[config.mk]
export PLATFORM = sky130hd
export DESIGN_NAME = opalu_core
export DESIGN_NICKNAME = d
export VERILOG_FILES = /design/src/rtl/opalu_pkg.sv /design/src/rtl/opalu_bitwise.sv /design/src/rtl/opalu_adder.sv /design/src/rtl/opalu_zero.sv /design/src/rtl/opalu_core.sv
export SDC_FILE = /design/constraint.sdc
export NUM_CORES = 1
export LEC_CHECK = 0
export ABC_AREA = 1
export CAP_MARGIN = 10
export CORE_ASPECT_RATIO = 1.25
export CORE_MARGIN = 2
export CORE_UTILIZATION = 60
export DETAILED_ROUTE_END_ITERATION = 10
export PLACE_DENSITY_LB_ADDON = 0.12
export SYNTH_ARGS = -nofsm -noshare
export SYNTH_HDL_FRONTEND = slang
export SYNTH_SLANG_ARGS = --single-unit
export TNS_END_PERCENT = 100
[constraint.sdc]
create_clock -name vclk -period 5.44
set_input_delay 1.088 -clock vclk [all_inputs]
set_output_delay 1.088 -clock vclk [all_outputs]
set_load 0.005 [all_outputs]
[src/rtl/opalu_pkg.sv]
package opalu_pkg;
    localparam int OP_W = 4;

    typedef enum logic [OP_W-1:0] {
        OPC_ADD  = 4'b0000,
        OPC_SUB  = 4'b0010,
        OPC_AND  = 4'b0100,
        OPC_OR   = 4'b0101,
        OPC_XOR  = 4'b0110,
        OPC_NOR  = 4'b0111,
        OPC_SLT  = 4'b1010
    } opcode_e;

    // Selector for the bitwise unit, taken from the low code bits
    typedef enum logic [1:0] {
        LOG_AND = 2'b00,
        LOG_OR  = 2'b01,
        LOG_XOR = 2'b10,
        LOG_NOR = 2'b11
    } logic_sel_e;
endpackage

[src/rtl/opalu_bitwise.sv]
module opalu_bitwise #(
    parameter int WIDTH = 32
) (
    input  logic [WIDTH-1:0]       a_i,
    input  logic [WIDTH-1:0]       b_i,
    input  opalu_pkg::logic_sel_e  sel_i,
    output logic [WIDTH-1:0]       y_o
);
    import opalu_pkg::*;

    logic [WIDTH-1:0] y_d;

    // Per-bit cell so each output bit is a 2-input function plus a 4:1 pick
    for (genvar gi = 0; gi < WIDTH; gi++) begin : g_bit
        always_comb begin
            unique case (sel_i)
                LOG_AND: y_d[gi] = a_i[gi] & b_i[gi];
                LOG_OR:  y_d[gi] = a_i[gi] | b_i[gi];
                LOG_XOR: y_d[gi] = a_i[gi] ^ b_i[gi];
                default: y_d[gi] = ~(a_i[gi] | b_i[gi]);
            endcase
        end
    end

    assign y_o = y_d;

    // a NOR result never shares a set bit with either operand
    always_comb begin
        if (sel_i == LOG_NOR) begin
            a_r6_nor_disjoint: assert ((y_o & (a_i | b_i)) == '0);
        end
    end
endmodule

[src/rtl/opalu_adder.sv]
module opalu_adder #(
    parameter int WIDTH = 32
) (
    input  logic [WIDTH-1:0] a_i,
    input  logic [WIDTH-1:0] b_i,
    input  logic             neg_b_i,
    output logic [WIDTH-1:0] sum_o
);
    logic [WIDTH-1:0] b_eff_d;
    logic             cin_d;

    always_comb begin
        b_eff_d = neg_b_i ? ~b_i : b_i;
        cin_d   = neg_b_i;
    end

    assign sum_o = a_i + b_eff_d + {{(WIDTH-1){1'b0}}, cin_d};

    // undoing the operation on the output recovers the first operand
    always_comb begin
        if (!neg_b_i) begin
            a_r1_add_inverse: assert ((sum_o - b_i) == a_i);
        end else begin
            a_r2_sub_inverse: assert ((sum_o + b_i) == a_i);
        end
    end
endmodule

[src/rtl/opalu_zero.sv]
module opalu_zero #(
    parameter int WIDTH = 32
) (
    input  logic [WIDTH-1:0] v_i,
    output logic             zero_o
);
    assign zero_o = ~|v_i;
endmodule

[src/rtl/opalu_core.sv]
module opalu_core #(
    parameter int WIDTH = 32
) (
    input  logic [WIDTH-1:0] opa_i,
    input  logic [WIDTH-1:0] opb_i,
    input  logic [3:0]       op_sel_i,
    output logic [WIDTH-1:0] res_o,
    output logic             zero_o
);
    import opalu_pkg::*;

    localparam int MSB = WIDTH - 1;

    typedef struct packed {
        logic [WIDTH-1:0] res;
        logic             neg_b;
        logic_sel_e       lsel;
    } ctl_t;

    ctl_t             ctl_d;
    logic [WIDTH-1:0] sum_w;
    logic [WIDTH-1:0] logic_w;
    logic             zero_w;

    // Code bit 1 picks the inverted second operand (sub and less-than)
    always_comb begin
        ctl_d.neg_b = op_sel_i[1];
        ctl_d.lsel  = logic_sel_e'(op_sel_i[1:0]);
    end

    opalu_adder #(.WIDTH(WIDTH)) u_adder (
        .a_i     (opa_i),
        .b_i     (opb_i),
        .neg_b_i (ctl_d.neg_b),
        .sum_o   (sum_w)
    );

    opalu_bitwise #(.WIDTH(WIDTH)) u_bitwise (
        .a_i   (opa_i),
        .b_i   (opb_i),
        .sel_i (ctl_d.lsel),
        .y_o   (logic_w)
    );

    // Result multiplexer; unlisted codes give zero so no X escapes
    always_comb begin
        unique case (op_sel_i)
            OPC_ADD, OPC_SUB:                   ctl_d.res = sum_w;
            OPC_AND, OPC_OR, OPC_XOR, OPC_NOR:  ctl_d.res = logic_w;
            OPC_SLT:                            ctl_d.res = {{(WIDTH-1){1'b0}}, sum_w[MSB]};
            default:                            ctl_d.res = '0;
        endcase
    end

    opalu_zero #(.WIDTH(WIDTH)) u_zero (
        .v_i    (ctl_d.res),
        .zero_o (zero_w)
    );

    assign res_o  = ctl_d.res;
    assign zero_o = zero_w;

    // less-than leaves every upper result bit clear
    always_comb begin
        if (op_sel_i == OPC_SLT) begin
            a_r7_slt_upper_clear: assert (res_o[MSB:1] == '0);
        end
    end

    // flag and result agree in both directions
    always_comb begin
        if (zero_o) begin
            a_r9_zero_means_clear: assert (res_o == '0);
        end else begin
            a_r9_clear_means_zero: assert (res_o != '0);
        end
    end
endmodule

==> results of run 1 <==
-- power breakdown --
part | internal, uW | switching [uW]
combinational | 286 | 417
clock | 0 | 0
sequential | 0 | 0
-- layer usage --
metal	global-route usage	routed length [um]	vias to the layer above
li1	-	-	3181
met1	0.3735	6358	2776
met2	0.6622	8311	258
met3	0.02019	800	75
met4	0.1882	958	0
met5	0	0	-
-- layout by cell type (no fill, tap or decap), types with 21 or more instances in the layout --
cell / netlist / routed
a21oi_1: 35 / 35
clkdlybuf4s50_1: 0 / 99
ha_1: 96 / 94
inv_1: 189 / 189
nand2_1: 352 / 346
nand3_1: 53 / 50
nor2_1: 67 / 61
o2111ai_1: 22 / 22
o21ai_0: 21 / 21
xor2_1: 31 / 29
-- layout make-up --
cell class                 count  area, sq um
fill                         697         1896
inverter                     191        716.9
multi-input combinational    739         4304
tap                           97        121.4
timing repair buffer         119         1156
-- worst min path at each step --
stage	start	end	cells past startpoint
2_1_floorplan	op_sel_i[2]	res_o[13]	3
3_3_place_gp	op_sel_i[1]	res_o[10]	5
3_5_place_dp	op_sel_i[3]	res_o[9]	5
4_1_cts	op_sel_i[3]	res_o[9]	5
5_1_grt	op_sel_i[3]	res_o[13]	5
6_report	op_sel_i[3]	res_o[9]	5
-- logic make-up (layout without fill, tap and decap cells) --
group                      count (synthesis)  count (layout)  share of synthesized area
and+or+nand+nor                          509             509                     0.4112
buffers and inverters                    211             310                     0.1611
AOI/OAI and AO/OA                        100             100                     0.1275
adders and majority gates                 97              97                     0.2427
xor gates and xnor gates                  33              33                    0.05743
-- repair_timing --
item | 4_1_cts | 5_1_grt
resized for setup | 0 | 21
setup endpoints to repair | 0 | 1
buffers inserted | 0 | 1
-- metrics by stage --
step	power [uW]	setup WS, ns
floorplan	426.6	0.9541
global placement	664.2	0.1246
detailed placement	673.8	0.04009
CTS	677.5	0.02962
global route	778.8	-0.01359
finish	703.1	0.1476
==> impl_metrics.json, run 1 <==
{
  "dr.first_iter.drc_count": 420,
  "ios": 101,
  "grt_max_degree": 32,
  "synthCells": 950,
  "routed_via_density": 5.489,
  "fin_nets": 1216,
  "placement_rows": 37,
  "start_util": 0.6141,
  "synth_area_per_cell_sq_um": 5.297,
  "power.leakage_uw": 0.003627,
  "worst_path_max_delay_cell": "clkdlybuf4s50_1",
  "hold_viol": 0,
  "yosysSeqAreaShare": 0,
  "first_pass_iters": 5,
  "synth_common_cells": "352 x nand2_1, 189 x inv_1, 96 x ha_1",
  "crit_path_start_kind": "primary input",
  "grt_usage": 0.3482,
  "hold_path.class": "primary input to output pin",
  "status": "complete, no violations",
  "vias": 6290,
  "maxCapViolations": 0,
  "grt_pass1_vias": 5980,
  "synth_largest_area_cell": "nand2_1",
  "wl_um": 16430,
  "yosysMostFrequentCell": "nand2_1",
  "drive_above_1_share": 0.04766,
  "gp_congestion": 1.024,
  "yosys_warnings": 0,
  "cp.required_ns": 4.35,
  "grt.overflow.total": 0,
  "synth.distinct_cells": 38,
  "critPathMaxFanout": 5,
  "ant_nets": 0,
  "finalSetupTns_ns": 0,
  "n_clock_buffer": 0,
  "ys_top_cells_by_area": "nand2_1 26%, ha_1 24%, inv_1 14%, xor2_1 5.4%, nand3_1 5.3%",
  "die_x_um": 85.92,
  "crit_buf_inv": 3,
  "synth.top_cell.area_share": 0.2626,
  "port_buffers": 101,
  "cp.depth": 16,
  "fmax_mhz": 189.0,
  "min_period_ns": 5.292,
  "hold_buffers": 0,
  "fin_area_sq_mm": 0.006299,
  "relSlewSlack": 0.5767,
  "grt_antenna_before_repair": 0,
  "antenna_cells": 0,
  "final.period_utilization": 0.9729,
  "grt_pass1_wl_um": 26300,
  "drc": 0,
  "hold_ws_ns": 3.383,
  "synth_fp_nets": 1115,
  "cp_cell_sequence": "clkdlybuf4s50_1 > inv_1 > nand2_1 > nand2_2 > fa_2 > nand2_2 > nand2_2 > nand3_1 > nand2_1 > or2_2 > a31oi_1 > nand2_1 > nor3_2 > nand3_1 > nor2_2 > clkdlybuf4s50_1",
  "critPathArrivalTime_ns": 4.20,
  "seq_cells": 0,
  "die-height_um": 106.4,
  "die-area_sq_mm": 0.009141,
  "cp_top_family": "simple AND/OR/NAND/NOR gates",
  "dpl_cell_area_sq_mm": 0.006211,
  "cpPeakStageDelay_ns": 0.52,
  "utilization": 0.7687,
  "wl_per_cell_um": 14.34,
  "setup_viol": 0,
  "placedCellCount": 1145,
  "worstSetupStartpoint": "opb_i[0]",
  "netlist_area_sq_mm": 0.005032,
  "critical_path_class": "primary input to output pin",
  "seq_area_sq_um": 0,
  "power-per-cell-area_mw_per_mm2": 111.6,
  "cp-end-kind": "output pin",
  "core-area_sq_mm": 0.008194,
  "fin_cells": 1146,
  "report.final.slew_viol_count": 0,
  "area_growth_pct": 25.16,
  "place_hpwl_um": 13900,
  "setup.worst_path.end": "zero_o",
  "tightest_slew_ns": 0.6341,
  "ir_worst_vdd_mv": 0.05548
}
Power figures use the tool's default switching activity.
==> run 2, diff against run 1 <==
--- a/config.mk
+++ b/config.mk
@@ -11,5 +11,6 @@
 export CORE_MARGIN = 2
-export CORE_UTILIZATION = 60
+export CORE_UTILIZATION = 50
 export DETAILED_ROUTE_END_ITERATION = 10
 export PLACE_DENSITY_LB_ADDON = 0.12
+export SLEW_MARGIN = 10
 export SYNTH_ARGS = -nofsm -noshare
==> constraint.sdc (replaced) <==
create_clock -name vclk -period 4.72
set_input_delay 0.708 -clock vclk [all_inputs]
set_output_delay 0.708 -clock vclk [all_outputs]
set_load 0.005 [all_outputs]
==> run 2 against run 1 <==
- critical path depth grew 2
- via count is 3.8% lower
- final cell count is 2.5% higher
- power increased by 13%
- final area is essentially flat
- largest power group unchanged
==> impl_metrics.json, run 2 (synthesis gave the netlist of run 1 again) <==
{
  "critPathMaxFanout": 5,
  "min_period_ns": 4.567,
  "status": "complete, no violations",
  "cp-end-kind": "output pin",
  "wl_per_cell_um": 13.82,
  "dpl_cell_area_sq_mm": 0.006227,
  "ir_worst_vdd_mv": 0.05769,
  "final.period_utilization": 0.9676,
  "met2_usage": 0.5757,
  "cp_cell_sequence": "clkdlybuf4s50_1 > xor2_1 > ha_1 > nand2_1 > nor2_1 > nand3_2 > nand2_2 > nand2_1 > nand2_1 > nand2_1 > a21oi_1 > nor2_1 > nor2_1 > nand2_1 > nor2_1 > nand3_1 > nor2_1 > clkdlybuf4s50_1",
  "relSlewSlack": 0.5758,
  "die_x_um": 93.73,
  "cp.required_ns": 4.01,
  "seq_cells": 0,
  "grtUsageMet1": 0.3265,
  "vias": 6048,
  "dr.first_iter.drc_count": 318,
  "die-area_sq_mm": 0.01089,
  "critical_path_class": "primary input to output pin",
  "ant_nets": 0,
  "worst_path_max_delay_cell": "clkdlybuf4s50_1",
  "hold_viol": 0,
  "setup_viol": 0,
  "grt_antenna_before_repair": 0,
  "placement_rows": 40,
  "hold_path.class": "primary input to output pin",
  "antenna_cells": 0,
  "grt_pass1_wl_um": 25830,
  "area_growth_pct": 25.29,
  "grt_pass1_vias": 5597,
  "crit_path_start_kind": "primary input",
  "maxCapViolations": 0,
  "fmax_mhz": 219.0,
  "cpPeakStageDelay_ns": 0.52,
  "gp_congestion": 1.009,
  "die-height_um": 116.2,
  "report.final.slew_viol_count": 0,
  "gr-max-usage-layer": "met2",
  "crit_buf_inv": 2,
  "fin_nets": 1216,
  "start_util": 0.5183,
  "cp_top_family": "simple AND/OR/NAND/NOR gates",
  "use_met3": 0.01484,
  "hold_buffers": 0,
  "grt_usage": 0.2926,
  "grt.overflow.total": 0,
  "rsz0062_at_grt": "no",
  "place_hpwl_um": 14000,
  "power-per-cell-area_mw_per_mm2": 126.3,
  "drc": 0,
  "first_pass_iters": 5,
  "seq_area_sq_um": 0,
  "wl_um": 16240,
  "grt_max_degree": 22,
  "tightest_slew_ns": 0.6357,
  "finalSetupTns_ns": 0,
  "port_buffers": 101,
  "most-common-layout-cells": "349 x nand2_1, 189 x inv_1, 99 x clkdlybuf4s50_1, 95 x ha_1, 63 x nor2_1",
  "critPathArrivalTime_ns": 3.86,
  "drive_above_1_share": 0.04385,
  "final_common_cell": "nand2_1",
  "power.leakage_uw": 0.003618,
  "core-area_sq_mm": 0.009709,
  "routed_via_density": 5.147,
  "fin_area_sq_mm": 0.006305,
  "ios": 101,
  "n_clock_buffer": 0
}
run 2: stage by stage:
stage | hold slack, ns | total power [uW] | cells | setup slack [ns] | utilization
final | 2.645 | 796.1 | 1175 | 0.1529 | 0.6494
after global routing | 2.664 | 889.9 | 1175 | 0.007589 | 0.6494
after CTS | 2.616 | 777.5 | 1173 | 0.09473 | 0.6414
after detailed placement | 2.617 | 773.3 | 1173 | 0.09419 | 0.6414
after global placement | 2.603 | 769.7 | 1173 | 0.1244 | 0.6414
after floorplan | 1.574 | 491.6 | 950 | 0.9941 | -
run 2: path summary, 6_finish.rpt:
| check | startpoint | end | slack, ns | depth (start not counted) |
|---|---|---|---|---|
| setup / recovery | opb_i[5] | zero_o | 0.15 | 18 |
| hold / removal | op_sel_i[3] | res_o[0] | 2.64 | 6 |
run 2: worst min-delay path: cells and delay by family:
family / cells / cell delay [ns]
buf+inv: 3 / 0.99
simple gates: 3 / 0.24
run 2: where the power goes:
group	internal (uW)	switching (uW)
logic	325	471
clock network	0	0
registers	0	0
run 2: final cells by class:
class | count | area (sq um)
fillers | 1007 | 3405
multi-input cells | 739 | 4287
repair buffers | 119 | 1144
inverters | 191 | 716.9
well taps | 126 | 157.7
run 2: per-layer routing:
metal  vias up  routed length (um)
met5         -                   0
li1       3179                   -
met2       194                8277
met4         0                 679
met1      2635                6584
met3        40                 695
run 2: timing repair:
item | CTS | global route
setup buffers | 0 | 2
endpoints found under the hold margin | 0 | 0
endpoints found under the setup margin | 0 | 1
gates resized for setup | 0 | 17
